==> config.mk <==
export PLATFORM = sky130hd
export DESIGN_NAME = card_clk_divider
export DESIGN_NICKNAME = d
export VERILOG_FILES = /design/src/rtl/clkdiv_pkg.sv /design/src/rtl/clkdiv_ctrl_reg.sv /design/src/rtl/clkdiv_decode.sv /design/src/rtl/clkdiv_core.sv /design/src/rtl/clkdiv_gate.sv /design/src/rtl/card_clk_divider.sv
export SDC_FILE = /design/constraint.sdc
export NUM_CORES = 1
export LEC_CHECK = 0
export BUFFER_PORTS_ARGS = -buffer_cell sky130_fd_sc_hd__buf_2
export CORE_MARGIN = 2
export CORE_UTILIZATION = 62
export CTS_CLUSTER_DIAMETER = 200
export CTS_CLUSTER_SIZE = 25
export DETAILED_ROUTE_END_ITERATION = 6
export HOLD_SLACK_MARGIN = 0.12
export PLACE_DENSITY = 0.85
export RECOVER_POWER = 25
export SYNTH_ARGS = -nofsm -noshare
export SYNTH_HDL_FRONTEND = slang
export SYNTH_SLANG_ARGS = --single-unit
==> constraint.sdc <==
create_clock -name clk -period 6.04 [get_ports clk]
set_clock_uncertainty 0.05 [all_clocks]
set_input_delay 1.208 -clock clk [delete_from_list [all_inputs] [get_ports clk]]
set_output_delay 1.208 -clock clk [all_outputs]
set_load 0.03 [all_outputs]
==> src/rtl/clkdiv_pkg.sv <==
package clkdiv_pkg;
  // Field positions of the control word; the decoder relies on them.
  localparam int CTRL_W_DEF  = 16;
  localparam int SEL_N_DEF   = 8;
  localparam int EN_POS_DEF  = 8;
  localparam int BYP_POS_DEF = 15;

  // Number of host cycles in one half period, minus one, for divisor 2^sh (sh >= 1).
  function automatic int unsigned half_span_m1(input int unsigned sh);
    if (sh == 0) return 0;
    return (32'd1 << (sh - 1)) - 1;
  endfunction
endpackage

==> src/rtl/clkdiv_ctrl_reg.sv <==
module clkdiv_ctrl_reg #(
  parameter int CTRL_W = clkdiv_pkg::CTRL_W_DEF
) (
  input  logic              clk,
  input  logic              rst,
  input  logic              wr_en,
  input  logic [CTRL_W-1:0] wr_data,
  output logic [CTRL_W-1:0] word_q
);
  always_ff @(posedge clk) begin
    if (rst)        word_q <= '0;
    else if (wr_en) word_q <= wr_data;
  end
endmodule

==> src/rtl/clkdiv_decode.sv <==
module clkdiv_decode #(
  parameter int CTRL_W  = clkdiv_pkg::CTRL_W_DEF,
  parameter int SEL_N   = clkdiv_pkg::SEL_N_DEF,
  parameter int EN_POS  = clkdiv_pkg::EN_POS_DEF,
  parameter int BYP_POS = clkdiv_pkg::BYP_POS_DEF,
  parameter int SH_W    = $clog2(SEL_N + 2)
) (
  input  logic [CTRL_W-1:0] word,
  output logic              d_run,
  output logic              d_byp,
  output logic [SH_W-1:0]   d_sh
);
  logic [SEL_N-1:0] sel;
  logic [SEL_N-1:0] win;

  assign sel   = word[SEL_N-1:0];
  assign d_run = word[EN_POS];
  assign d_byp = word[BYP_POS];

  // A select bit wins only when every lower-numbered bit is clear.
  for (genvar g = 0; g < SEL_N; g++) begin : g_win
    if (g == 0) begin : g_first
      assign win[g] = sel[g];
    end else begin : g_rest
      assign win[g] = sel[g] & ~(|sel[g-1:0]);
    end
  end

  always_comb begin
    d_sh = SH_W'(1);
    for (int k = 0; k < SEL_N; k++) begin
      if (win[k]) d_sh = SH_W'(k + 2);
    end
    if (d_byp) d_sh = '0;
  end
endmodule

==> src/rtl/clkdiv_core.sv <==
module clkdiv_core #(
  parameter int SEL_N = clkdiv_pkg::SEL_N_DEF,
  parameter int SH_W  = $clog2(SEL_N + 2)
) (
  input  logic            clk,
  input  logic            rst,
  input  logic            p_run,
  input  logic            p_byp,
  input  logic [SH_W-1:0] p_sh,
  output logic            div_q,
  output logic            rise_q,
  output logic            byp_on
);
  localparam int HC_W = SEL_N;

  logic            a_run, a_byp;
  logic [SH_W-1:0] a_sh;
  logic [HC_W-1:0] hc, lim;
  logic            load, divided_on;

  assign lim        = HC_W'(clkdiv_pkg::half_span_m1(32'(a_sh)));
  assign divided_on = a_run & ~a_byp;
  assign byp_on     = a_run & a_byp;
  // The active setting is replaced only while the divided clock is low.
  assign load       = ({p_run, p_byp, p_sh} != {a_run, a_byp, a_sh}) & ~div_q;

  always_ff @(posedge clk) begin
    if (rst) begin
      a_run  <= 1'b0;
      a_byp  <= 1'b0;
      a_sh   <= '0;
      hc     <= '0;
      div_q  <= 1'b0;
      rise_q <= 1'b0;
    end else begin
      rise_q <= a_run & a_byp;
      if (load) begin
        a_run <= p_run;
        a_byp <= p_byp;
        a_sh  <= p_sh;
        hc    <= '0;
        div_q <= 1'b0;
      end else if (divided_on) begin
        if (hc == lim) begin
          hc    <= '0;
          div_q <= ~div_q;
          if (!div_q) rise_q <= 1'b1;
        end else begin
          hc <= hc + HC_W'(1);
        end
      end else begin
        hc    <= '0;
        div_q <= 1'b0;
      end
    end
  end
endmodule

==> src/rtl/clkdiv_gate.sv <==
module clkdiv_gate (
  input  logic clk,
  input  logic rst,
  input  logic byp_on,
  input  logic div_q,
  output logic card_clk
);
  logic gate_n;

  // Updated on the falling host edge, so the gate opens and closes while clk is low.
  always_ff @(negedge clk) begin
    if (rst) gate_n <= 1'b0;
    else     gate_n <= byp_on;
  end

  assign card_clk = (clk & gate_n) | div_q;
endmodule

==> src/rtl/card_clk_divider.sv <==
module card_clk_divider #(
  parameter int CTRL_W  = clkdiv_pkg::CTRL_W_DEF,
  parameter int SEL_N   = clkdiv_pkg::SEL_N_DEF,
  parameter int EN_POS  = clkdiv_pkg::EN_POS_DEF,
  parameter int BYP_POS = clkdiv_pkg::BYP_POS_DEF
) (
  input  logic              clk,
  input  logic              rst,
  input  logic              wr_en,
  input  logic [CTRL_W-1:0] wr_data,
  output logic              card_clk,
  output logic              card_rise
);
  localparam int SH_W = $clog2(SEL_N + 2);

  logic [CTRL_W-1:0] word_q;
  logic              p_run, p_byp;
  logic [SH_W-1:0]   p_sh;
  logic              div_lvl, byp_on;

  clkdiv_ctrl_reg #(.CTRL_W(CTRL_W)) u_reg (
    .clk(clk), .rst(rst), .wr_en(wr_en), .wr_data(wr_data), .word_q(word_q)
  );

  clkdiv_decode #(
    .CTRL_W(CTRL_W), .SEL_N(SEL_N), .EN_POS(EN_POS), .BYP_POS(BYP_POS), .SH_W(SH_W)
  ) u_dec (
    .word(word_q), .d_run(p_run), .d_byp(p_byp), .d_sh(p_sh)
  );

  clkdiv_core #(.SEL_N(SEL_N), .SH_W(SH_W)) u_core (
    .clk(clk), .rst(rst), .p_run(p_run), .p_byp(p_byp), .p_sh(p_sh),
    .div_q(div_lvl), .rise_q(card_rise), .byp_on(byp_on)
  );

  clkdiv_gate u_gate (
    .clk(clk), .rst(rst), .byp_on(byp_on), .div_q(div_lvl), .card_clk(card_clk)
  );
endmodule

==> impl_metrics.toml <==
[outcome]
outcome = "finished clean"

[global_route]
antenna_found_initial = 0
grt_max_degree = 18
grt_use_total_pct = 23.0
grt_first_pass_wirelength_um = 5770
grt-ovfl-total = 0
grt_pass1_vias = 1398

[setup_path]
reg2regPathDepth = 2
worstSetupEndpointType = "output port"
r2r_setup_slack_ns = 2.30
required_ns = 4.78
crit_path_start = "u_gate.gate_n"
cp-start-kind = "flop"
path_max_fanout = 1
crit_type = "flop to output port"
crit_arrival_ns = 4.11
reg2reg_to = "u_gate.gate_n"
r2r-start = "u_core.a_byp"

[clocking]
clkLatencyLatePin_ns = 0.43
cts-hold-fix-buffers = 0
post_cts_buffers = 0
cts_tree = "yes"
clkTransAtPathRegs_ns = 0.12
ctsResizeCount = 0

[finish]
multi_input_area_um2 = 1080
final_cell_mix = "35 x nor2_1, 27 x dfxtp_1, 14 x nand2_1, 14 x mux2i_1, 13 x buf_2"
fillers = 226
areaGrowthSynthToFinish_pct = 6.06
fin_util_pct = 67.7
num_antenna_cells = 0
layout.area.seq_um2 = 541
mostFrequentLayoutCell = "nor2_1"
drive_above_1_share_pct = 12.7
design_area_um2 = 1820
finalNetCount = 244

[floorplan]
rows = 19
start_util_pct = 63.8
core_um2 = 2690
die-area_um2 = 3200
io_pins = 21
die_x_um = 56.6
die_y_um = 56.6

[timing]
tightest_slew_ns = 0.710
layout_setup_ws_ns = 0.674
rsz0062_at_grt = "no"
relSlewSlack_pct = 52.6
hold_viol_final = 0
setup_violations = 0
fin_setup_tns_ns = 0
final_max_slew_viol_count = 0

[route]
ant_nets = 0
drt-initial-drc-count = 51
viasPerCell = 5.92
drc_errors = 0
routed_wl_um = 3220
routedWlPerCell_um = 12.8
vias = 1485
detail_route.first_pass.iterations = 4

[yosys]
synth_ff_type = "dfxtp_1"
syn_avg_cell_area_um2 = 8.12
synth.cell_area_um2 = 1710
synthArstFlopShare_pct = 0
syn_inst = 211
ys_ff_latch = 27
ys_warn_count = 0
syn_nets = 234
yosysUniqueCellTypes = 52
synth-seq-area-share_pct = 31.5
synth_edf_count = 0

[place]
dpl_cell_area_um2 = 1770
portBuffers = 14
dp_slack_ns = 1.04
dp_hpwl_um = 2340
gp_congestion = 0.815

[worst_hold_path]
holdPathEnd = "u_reg.word_q[7]"
hp-class = "flop to flop"
hold_path_depth = 2
worstHoldStart = "u_reg.word_q[7]"

[pwr]
ir_worst_vdd_mv = 0.215
p_total_uw = 416
power.leakage_uw = 0.000741
power_density_nw_per_um2 = 229

[job]
maxCapViolations = 0
## cell families (layout without fill, tap and decap cells)
kind of cell | Yosys count | after routing | share of synthesized area (%)
compound gates | 33 | 33 | 14.9
xor+xnor | 14 | 14 | 7.15
fa+ha+maj | 4 | 4 | 2.92
buf+inv | 23 | 32 | 5.47
flops | 27 | 27 | 31.5
mux | 15 | 15 | 8.83
simple gates | 95 | 95 | 29.2
## through the flow
step                      cells  hold slack [ns]
after floorplan             211            0.411
after global placement      244            0.441
after detailed placement    244            0.445
after CTS                   251            0.475
after global routing        251            0.523
final                       251            0.473
## area by class of cell
| class | count | share of cell area (%) |
|---|---|---|
| Inverter | 10 | 2.06 |
| Clock inverter | 2 | 0.413 |
| Clock buffer | 7 | 2.75 |
| Multi-Input combinational cell | 161 | 59.4 |
| Tap cell | 31 | 2.13 |
| Sequential cell | 27 | 29.7 |
| Timing Repair Buffer | 13 | 3.51 |
## synth_stat cells, types with 5 or more instances
cell	n	area [um2]
mux2i_1	14	140
clkbuf_1	8	30.0
xor2_1	6	52.6
xnor2_1	8	70.1
a21oi_1	8	40.0
nand2_1	14	52.6
nand3_1	9	45.0
dfxtp_1	27	541
nor3_1	5	25.0
inv_1	11	41.3
nor2_1	35	131
## report_power, final
part / switching [uW] / internal, uW / total, uW
Sequential: 11.2 / 185 / 196
Combinational: 63.7 / 53.2 / 117
Clock: 55.9 / 46.8 / 103
Total: 131 / 285 / 416
## metal layers
layer | GRT usage (%) | wire length (um)
met1 | 29.6 | 1550
met3 | 4.84 | 102
met5 | 0 | 0
met4 | 12.2 | 61
met2 | 36.0 | 1500
## worst max path at each step
stage	to	depth (start not counted)	slack [ns]
floorplan	u_gate.gate_n	3	1.18
global placement	u_gate.gate_n	3	1.06
detailed placement	u_gate.gate_n	3	1.04
CTS	card_clk	3	0.66
global route	card_clk	3	0.61
finish	card_clk	3	0.67
## worst max-delay path: stages (launching register included)
cell     delay (ns)
dfxtp_1        0.30
nand2_1        0.04
nand2_1        0.05
buf_2          0.19
## flip-flops by register name, indices dropped and copies added, names as in the netlist
| name | count |
|---|---|
| u_core.div_q | 1 |
| u_core.hc | 8 |
| u_reg.word_q | 10 |
| u_core.a_byp | 1 |
| u_core.a_sh | 4 |
| u_core.a_run | 1 |
| u_gate.gate_n | 1 |
| u_core.rise_q | 1 |
No activity file was read; power rests on OpenSTA's default activity.
